===== src/rtl/wbuf_pkg.sv =====
package wbuf_pkg;

    typedef enum logic [0:0] {
        DR_IDLE = 1'b0,
        DR_BUSY = 1'b1
    } drain_state_t;

endpackage


===== src/rtl/wbuf_fifo.sv =====
module wbuf_fifo #(
    parameter int DEPTH = 4,
    parameter int AW    = 32,
    parameter int DW    = 16,
    localparam int BW   = DW / 8,
    localparam int PW   = $clog2(DEPTH),
    localparam int CW   = $clog2(DEPTH + 1)
) (
    input  logic          clk,
    input  logic          rst_n,
    input  logic          push,
    input  logic          pop,
    input  logic [AW-1:0] in_addr,
    input  logic [DW-1:0] in_data,
    input  logic [BW-1:0] in_be,
    output logic [AW-1:0] head_addr,
    output logic [DW-1:0] head_data,
    output logic [BW-1:0] head_be,
    output logic [CW-1:0] occ,
    output logic [PW-1:0] rd_ptr,
    output logic [AW-1:0] e_addr [DEPTH],
    output logic [DW-1:0] e_data [DEPTH],
    output logic [BW-1:0] e_be   [DEPTH]
);

    logic [PW-1:0] wr_ptr;

    for (genvar i = 0; i < DEPTH; i++) begin : g_slot
        always_ff @(posedge clk) begin
            if (push && (wr_ptr == PW'(i))) begin
                e_addr[i] <= in_addr;
                e_data[i] <= in_data;
                e_be[i]   <= in_be;
            end
        end
    end

    always_ff @(posedge clk) begin
        if (!rst_n) begin
            wr_ptr <= '0;
            rd_ptr <= '0;
            occ    <= '0;
        end else begin
            if (push) wr_ptr <= wr_ptr + PW'(1);
            if (pop)  rd_ptr <= rd_ptr + PW'(1);
            case ({push, pop})
                2'b10:   occ <= occ + CW'(1);
                2'b01:   occ <= occ - CW'(1);
                default: occ <= occ;
            endcase
        end
    end

    assign head_addr = e_addr[rd_ptr];
    assign head_data = e_data[rd_ptr];
    assign head_be   = e_be[rd_ptr];

endmodule


===== src/rtl/wbuf_fwd.sv =====
module wbuf_fwd #(
    parameter int DEPTH = 4,
    parameter int AW    = 32,
    parameter int DW    = 16,
    localparam int BW   = DW / 8,
    localparam int PW   = $clog2(DEPTH),
    localparam int CW   = $clog2(DEPTH + 1)
) (
    input  logic [AW-1:0] rd_addr,
    input  logic [PW-1:0] rd_ptr,
    input  logic [CW-1:0] occ,
    input  logic [AW-1:0] e_addr [DEPTH],
    input  logic [DW-1:0] e_data [DEPTH],
    input  logic [BW-1:0] e_be   [DEPTH],
    output logic [DW-1:0] fw_data,
    output logic [BW-1:0] fw_mask
);

    // Walk oldest to youngest so younger entries overwrite older lanes.
    always_comb begin
        logic [PW-1:0] idx;
        fw_data = '0;
        fw_mask = '0;
        for (int k = 0; k < DEPTH; k++) begin
            idx = rd_ptr + PW'(k);
            if ((CW'(k) < occ) && (e_addr[idx] == rd_addr)) begin
                for (int b = 0; b < BW; b++) begin
                    if (e_be[idx][b]) begin
                        fw_data[b*8 +: 8] = e_data[idx][b*8 +: 8];
                        fw_mask[b]        = 1'b1;
                    end
                end
            end
        end
    end

endmodule


===== src/rtl/wbuf_drain.sv =====
module wbuf_drain
    import wbuf_pkg::*;
#(
    parameter int DEPTH = 4,
    localparam int CW   = $clog2(DEPTH + 1)
) (
    input  logic          clk,
    input  logic          rst_n,
    input  logic          push,
    input  logic          mem_ack,
    input  logic [CW-1:0] occ,
    output logic          mem_req,
    output logic          pop
);

    drain_state_t state, state_nx;
    logic go_busy, go_idle;

    assign go_busy = push;
    assign go_idle = mem_ack && (occ == CW'(1)) && !push;

    always_ff @(posedge clk) begin
        if (!rst_n) state <= DR_IDLE;
        else        state <= state_nx;
    end

    always_comb begin
        state_nx = state;
        unique case (state)
            DR_IDLE: if (go_busy) state_nx = DR_BUSY;
            DR_BUSY: if (go_idle) state_nx = DR_IDLE;
            default: state_nx = DR_IDLE;
        endcase
    end

    always_comb begin
        mem_req = 1'b0;
        pop     = 1'b0;
        unique case (state)
            DR_IDLE: ;
            DR_BUSY: begin
                mem_req = 1'b1;
                pop     = mem_ack;
            end
            default: ;
        endcase
    end

endmodule


===== src/rtl/store_wbuf.sv =====
module store_wbuf #(
    parameter int DEPTH = 4,
    parameter int AW    = 32,
    parameter int DW    = 16
) (
    input  logic            clk,
    input  logic            rst_n,
    input  logic            st_valid,
    input  logic [AW-1:0]   st_addr,
    input  logic [DW-1:0]   st_data,
    input  logic [DW/8-1:0] st_be,
    output logic            st_stall,
    input  logic [AW-1:0]   rd_addr,
    output logic [DW-1:0]   rd_data,
    output logic [DW/8-1:0] rd_mask,
    output logic            mem_req,
    output logic [AW-1:0]   mem_addr,
    output logic [DW-1:0]   mem_data,
    output logic [DW/8-1:0] mem_be,
    input  logic            mem_ack
);

    localparam int BW = DW / 8;
    localparam int PW = $clog2(DEPTH);
    localparam int CW = $clog2(DEPTH + 1);

    logic          push, pop;
    logic [CW-1:0] occ;
    logic [PW-1:0] rd_ptr;
    logic [AW-1:0] e_addr [DEPTH];
    logic [DW-1:0] e_data [DEPTH];
    logic [BW-1:0] e_be   [DEPTH];

    // A slot freed by this cycle's acknowledge may be refilled at once.
    assign st_stall = (occ == CW'(DEPTH)) && !pop;
    assign push     = st_valid && !st_stall;

    wbuf_fifo #(.DEPTH(DEPTH), .AW(AW), .DW(DW)) u_fifo (
        .clk       (clk),
        .rst_n     (rst_n),
        .push      (push),
        .pop       (pop),
        .in_addr   (st_addr),
        .in_data   (st_data),
        .in_be     (st_be),
        .head_addr (mem_addr),
        .head_data (mem_data),
        .head_be   (mem_be),
        .occ       (occ),
        .rd_ptr    (rd_ptr),
        .e_addr    (e_addr),
        .e_data    (e_data),
        .e_be      (e_be)
    );

    wbuf_drain #(.DEPTH(DEPTH)) u_drain (
        .clk     (clk),
        .rst_n   (rst_n),
        .push    (push),
        .mem_ack (mem_ack),
        .occ     (occ),
        .mem_req (mem_req),
        .pop     (pop)
    );

    wbuf_fwd #(.DEPTH(DEPTH), .AW(AW), .DW(DW)) u_fwd (
        .rd_addr (rd_addr),
        .rd_ptr  (rd_ptr),
        .occ     (occ),
        .e_addr  (e_addr),
        .e_data  (e_data),
        .e_be    (e_be),
        .fw_data (rd_data),
        .fw_mask (rd_mask)
    );

endmodule


===== config.mk =====
export PLATFORM = sky130hd
export DESIGN_NAME = store_wbuf
export DESIGN_NICKNAME = d
export VERILOG_FILES = /design/src/rtl/wbuf_pkg.sv /design/src/rtl/wbuf_fifo.sv /design/src/rtl/wbuf_fwd.sv /design/src/rtl/wbuf_drain.sv /design/src/rtl/store_wbuf.sv
export SDC_FILE = /design/constraint.sdc
export NUM_CORES = 1
export LEC_CHECK = 0
export BUFFER_PORTS_ARGS = -buffer_cell sky130_fd_sc_hd__buf_2
export CORE_MARGIN = 1
export CORE_UTILIZATION = 55
export CTS_CLUSTER_SIZE = 8
export DETAILED_ROUTE_END_ITERATION = 16
export GPL_TIMING_DRIVEN = 0
export HOLD_SLACK_MARGIN = 0.1
export PLACE_DENSITY_LB_ADDON = 0.1
export SETUP_SLACK_MARGIN = 0.15
export SKIP_LAST_GASP = 1
export SYNTH_ARGS = -nofsm -noshare
export SYNTH_HDL_FRONTEND = slang
export SYNTH_SLANG_ARGS = --single-unit

===== constraint.sdc =====
create_clock -name clk -period 9.8 [get_ports clk]
set_input_delay 0.49 -clock clk [delete_from_list [all_inputs] [get_ports clk]]
set_output_delay 0.49 -clock clk [all_outputs]
set_load 0.01 [all_outputs]

# Word level (Yosys, flattened, before mapping)

Index checks and enable logic that the tools add are counted.

Output and inout port bits: 70
Logic and storage cells: 129
Bits in registers: 208
Bits of input ports: 86

Reduce and logical (&&, ||, !) cells: 17
Equality and inequality tests: 11
Bitwise gates (word level): 5
Mux-type cells: 66
$lt $le $gt $ge: 8
Add/subtract/negate cells: 6

Operators with widths:

| cell                  | count |
|---|---|
| $bmux W32 S2          | 4 |
| $mux W32              | 8 |
| $mux W16              | 12 |
| $bmux W16 S2          | 4 |
| $eq A32 B32 Y1        | 4 |
| $mux W8               | 8 |
| $mux W2               | 12 |
| $bmux W2 S2           | 4 |
| $ge A3 B3 Y1 const B  | 4 |
| $logic_and A1 B1 Y1   | 12 |
| $mux W1               | 12 |
| $not A2 Y3            | 4 |
| $eq A2 B2 Y1 const B  | 3 |
| $lt A1 B3 Y1 const A  | 2 |
| $lt A2 B3 Y1 const A  | 2 |
| $pmux W3 S2           | 1 |
| $add A2 B1 Y2 const B | 2 |
| $add A2 B2 Y2 const B | 2 |
| $eq A2 B1 Y1 const B  | 2 |
| $add A3 B1 Y3 const B | 1 |
| $eq A3 B1 Y1 const B  | 1 |
| $eq A3 B3 Y1 const B  | 1 |
| $logic_not A1 Y1      | 3 |
| $sub A3 B1 Y3 const B | 1 |
| other kinds (4)       | 4 |

# Logic depth before layout (Yosys ltp)

Word-level depth: 13
Mapped depth: 15
Mapped depth without buffers: 9

# Hierarchy

From an unflattened synthesis, not the netlist that was laid out.

Cell total of the unflattened synthesis: 1,200
Area total of the unflattened synthesis: 14,815.5 µm²

By module, submodules not included:

| module     | instances | cells an instance | area each (µm²) | sequential area each (µm²) |
|---|---|---|---|---|
| wbuf_fifo  | 1         | 299               | 7,662.3         | 6,145.9 |
| wbuf_fwd   | 1         | 893               | 7,074.3         | 0.0 |
| wbuf_drain | 1         | 6                 | 48.8            | 20.0 |
| store_wbuf | 1         | 2                 | 30.0            | 0.0 |

# Least setup slack after synthesis

OpenSTA, ideal clock, no wires.

Path kind: register -> output
Start point: register u_fifo.rd_ptr[0]
End point: output port rd_data[4]
Path slack: 6.163 ns
Arrival: 3.147 ns
Buffers on the path: 8
Required time: 9.310 ns
Cell stages (with the launch flop): 12
Cell sequence: dfxtp_1 buf_6 buf_6 buf_6 buf_6 buf_6 buf_4 buf_4 buf_1 mux4_4 mux2_2 a2bb2oi_2

Longest elaborated chain between the ends: 13
Elaborated cells on any way between the ends: 59

RTL lines:

| element                                                                | line             | source |
|---|---|---|
| start, declared                                                        | wbuf_fifo.sv:20  | `output logic [PW-1:0] rd_ptr,` |
| start signal, assigned                                                 | wbuf_fifo.sv:45  | `if (pop) rd_ptr <= rd_ptr + PW'(1);` |
| parallel branches: the longest is 12 deep, another holds $add A2 B1 Y2 | -                |  |
| $mux W16 (*)                                                           | wbuf_fwd.sv:26   | `if ((CW'(k) < occ) && (e_addr[idx] == rd_addr)) begin` |
| end, declared                                                          | store_wbuf.sv:14 | `output logic [DW-1:0] rd_data,` |

Every way passes the cells marked *. The select of a mux whose other input is x is not followed.

# Worst setup path in the final report

Start point: register u_fifo.rd_ptr[1]
End point: output port rd_data[11]

Same word-level chain as after synthesis.

==> results.sh <==
export IMPL_min_period_ns=5.81
export IMPL_p_seq_share_pct=42.4
export IMPL_multi_input_area_um2=7370
export IMPL_synthTopCellsByArea="edfxtp_1, mux4_2, mux2i_1"
export IMPL_synth_ff_type="edfxtp_1"
export IMPL_cts_buffers=30
export IMPL_dp_slack_ns=4.63
export IMPL_max_slew_margin_rel_pct=26.7
export IMPL_grt_pass1_vias=9814
export IMPL_startpoint="u_fifo.rd_ptr[1]"
export IMPL_arrival_ns=5.32
export IMPL_whs_ns=0.136
export IMPL_syn_avg_cell_area_um2=14.4
export IMPL_postCtsHoldBufs=0
export IMPL_cp_top_family="simple AND/OR/NAND/NOR gates"
export IMPL_ant_nets=0
export IMPL_ir_drop_v=0.000142
export IMPL_outcome="completed"
export IMPL_slowest_stage="o21bai_4"
export IMPL_routabilityCongestion=0.990
export IMPL_worstSetupStartpointType="register"
export IMPL_rsz0062_at_grt="no"
export IMPL_setup_viol=0
export IMPL_r2r_start="u_fifo.rd_ptr[1]"
export IMPL_switchingPower_w=0.000702
export IMPL_comb_power_share_pct=20.8
export IMPL_antenna_found_initial=3
export IMPL_fin_skew_ns=0.0171
export IMPL_grt_pass1_wl_mm=62.5
export IMPL_die_width_um=163
export IMPL_cts_tree="yes"
export IMPL_synthMostInstantiatedCell="edfxtp_1"
export IMPL_vias=10100
export IMPL_fmax_mhz=172
export IMPL_synth_edff_count=200
export IMPL_nets=1258
export IMPL_top_level_ports=156
export IMPL_criticalPathCategory="register to output port"
export IMPL_drtIter0Drc=1171
export IMPL_r2r_slack_ns=5.86
export IMPL_grt_overflow=0
export IMPL_endpoint="rd_data[11]"
export IMPL_synth_nets=1082
export IMPL_leakage_nw=5.52
export IMPL_ctsLongestPathBuffers=3
export IMPL_post_route_drc_count=0
export IMPL_hold_viol_final=0
export IMPL_via_per_inst=6.73
export IMPL_cts_sinks=208
export IMPL_synth_async_reset_ratio_pct=0
export IMPL_grt_max_degree=51
export IMPL_path_cells="buf_4, buf_6, buf_6, buf_4, buf_2, mux4_2, xor2_1, nor4_1, nand4_1, nor4_2, nand4_2, o21bai_4, a2bb2oi_2, buf_2"
export IMPL_ys_types=69
export IMPL_instances_no_fill=1507
export IMPL_drive_above_1_share_pct=35.9
export IMPL_tns_ns=0
export IMPL_clock_latency_ns=0.57
export IMPL_crit_cells=14
export IMPL_die_h_um=163
export IMPL_dieArea_um2=26500
export IMPL_p_clk_share_pct=36.8
export IMPL_wl_mm=42.6
export IMPL_ys_ff_latch=208
export IMPL_syn_inst=987
export IMPL_power_density_nw_per_um2=154
export IMPL_clk_pin_slew_ns=0.05
export IMPL_ys_warn_count=0
export IMPL_period_share_pct=59.3
export IMPL_drv_cap=0
export IMPL_area_delta_synth_final_pct=14.3
export IMPL_start_util_pct=56.4
export IMPL_crit_path_end_kind="output port"
export IMPL_cts_root_buf="clkbuf_16"
export IMPL_reg2reg_to="u_fifo.rd_ptr[1]"
export IMPL_netlist_area_um2=14200
export IMPL_place_inst=1461
export IMPL_cts_resized=0
export IMPL_hp_class="input port to register"
export IMPL_hpwl_mm=29.9
export IMPL_post_cts_buffers=0
export IMPL_avgRoutedWirePerCell_um=28.3
export IMPL_reg2reg_depth=12
export IMPL_htree_levels=1
export IMPL_maxSlewViolCount=0
export IMPL_fp_coreArea_um2=25300
export IMPL_path_buf_inv=6
export IMPL_synth_common_cells="edfxtp_1, mux4_2, mux2i_1"
export IMPL_path_max_fanout=10
export IMPL_worstPathRequired_ns=9.31
export IMPL_ys_seq_area_share_pct=43.3
export IMPL_grt_total_usage_pct=32.4
export IMPL_synth_top_cell_area_share_pct=42.2
export IMPL_floorplan_rows=58
export IMPL_setup_slack_ns=3.99
export IMPL_seq_area_um2=6170
export IMPL_p_sw_share_pct=27.9
export IMPL_portBuffers=142
export IMPL_synth_area_leader_cell="edfxtp_1"
export IMPL_tightest_slew_ns=1.10
export IMPL_fin_util_pct=64.5
export IMPL_cpPeakStageDelay_ns=0.55
export IMPL_first_pass_iters=6
export IMPL_fillers=1928
export IMPL_p_int_w=0.00181
## worst min path at each step
stage          slack, ns              from                 to  cells after the start
2_1_floorplan       0.48  u_fifo.wr_ptr[1]   u_fifo.wr_ptr[1]                      2
3_3_place_gp        0.48     u_drain.state      u_drain.state                      2
3_5_place_dp        0.51  u_fifo.wr_ptr[1]   u_fifo.wr_ptr[1]                      2
4_1_cts             0.12        st_addr[2]  u_fifo.e_addr[34]                      1
5_1_grt             0.12        st_data[2]  u_fifo.e_data[34]                      1
6_report            0.14        st_data[2]  u_fifo.e_data[34]                      1
## flip-flops by register name (all words and copies together), names as in the netlist
signal         flops
u_drain.state      1
u_fifo.e_addr    128
u_fifo.e_be        8
u_fifo.e_data     64
u_fifo.occ         3
u_fifo.rd_ptr      2
u_fifo.wr_ptr      2
## layout make-up
| cell class | instances | share of cell area [%] |
|---|---|---|
| Multi-Input combinational cell | 660 | 45.3 |
| Sequential cell | 208 | 37.9 |
| Clock buffer | 41 | 4.87 |
| Timing Repair Buffer | 144 | 4.70 |
| Buffer | 73 | 3.37 |
| Tap cell | 330 | 2.54 |
| Inverter | 46 | 1.06 |
| Clock inverter | 2 | 0.238 |
| Antenna cell | 3 | 0.0461 |
## through the flow
stage	instance area [µm²]	power [W]
after global routing	16300	0.00259
after floorplan	14200	0.00141
final	16300	0.00251
after CTS	16300	0.00252
after global placement	15400	0.00159
after detailed placement	15400	0.00160
## kinds of logic after synthesis
family | Yosys count | share of synthesized area (%)
AO/OA/AOI/OAI | 127 | 7.06
adder cells (fa/ha/maj) | 9 | 0.791
multiplexers | 250 | 29.9
XOR/XNOR | 115 | 7.07
AND/OR/NAND/NOR | 159 | 6.77
flip-flops | 208 | 43.3
buffers and inverters | 119 | 5.07
## power groups by stage
stage,sequential (W),combinational (W),clock [W]
after floorplan,0.00107,0.000344,0
after global routing,0.00107,0.000552,0.000971
after global placement,0.00108,0.000509,0
after detailed placement,0.00108,0.000515,0
final,0.00107,0.000523,0.000924
after CTS,0.00106,0.000517,0.000935
## cell usage in the layout (no fill, tap or decap), drive strengths merged, types with 4 or more instances in the layout
cell	synthesis	routed
nand2	49	49
nor3	4	4
o21ai	31	31
mux2	45	45
dfxtp	8	8
nor4	29	29
inv	46	46
ha	9	9
xor2	50	50
mux4	132	132
nand3	6	6
and2	7	7
xnor2	65	65
buf	56	200
nor3b	16	16
edfxtp	200	200
a221oi	4	4
clkbuf	17	58
mux2i	73	73
a21oi	11	11
and3	7	7
a31oi	19	19
nor2	12	12
nand4	13	13
o22ai	4	4
o21bai	19	19
a2bb2oi	17	17
## worst reg2reg max path, stage by stage (launching register included)
cell	delay, ns
dfxtp_1	0.30
buf_4	0.20
buf_6	0.21
buf_6	0.23
buf_4	0.27
buf_2	0.46
buf_4	0.30
buf_2	0.31
clkbuf_1	0.42
buf_2	0.31
buf_1	0.50
xnor2_1	0.14
and2_1	0.17
## routing by layer
layer | wire length (µm) | track usage [%] | vias up
met5 | 0 | 0 | -
met1 | 18500 | 48.9 | 5193
met2 | 18800 | 47.9 | 569
met3 | 4160 | 6.62 | 75
li1 | - | - | 4309
met4 | 1080 | 8.20 | 0
No activity file was read; power rests on OpenSTA's default activity.
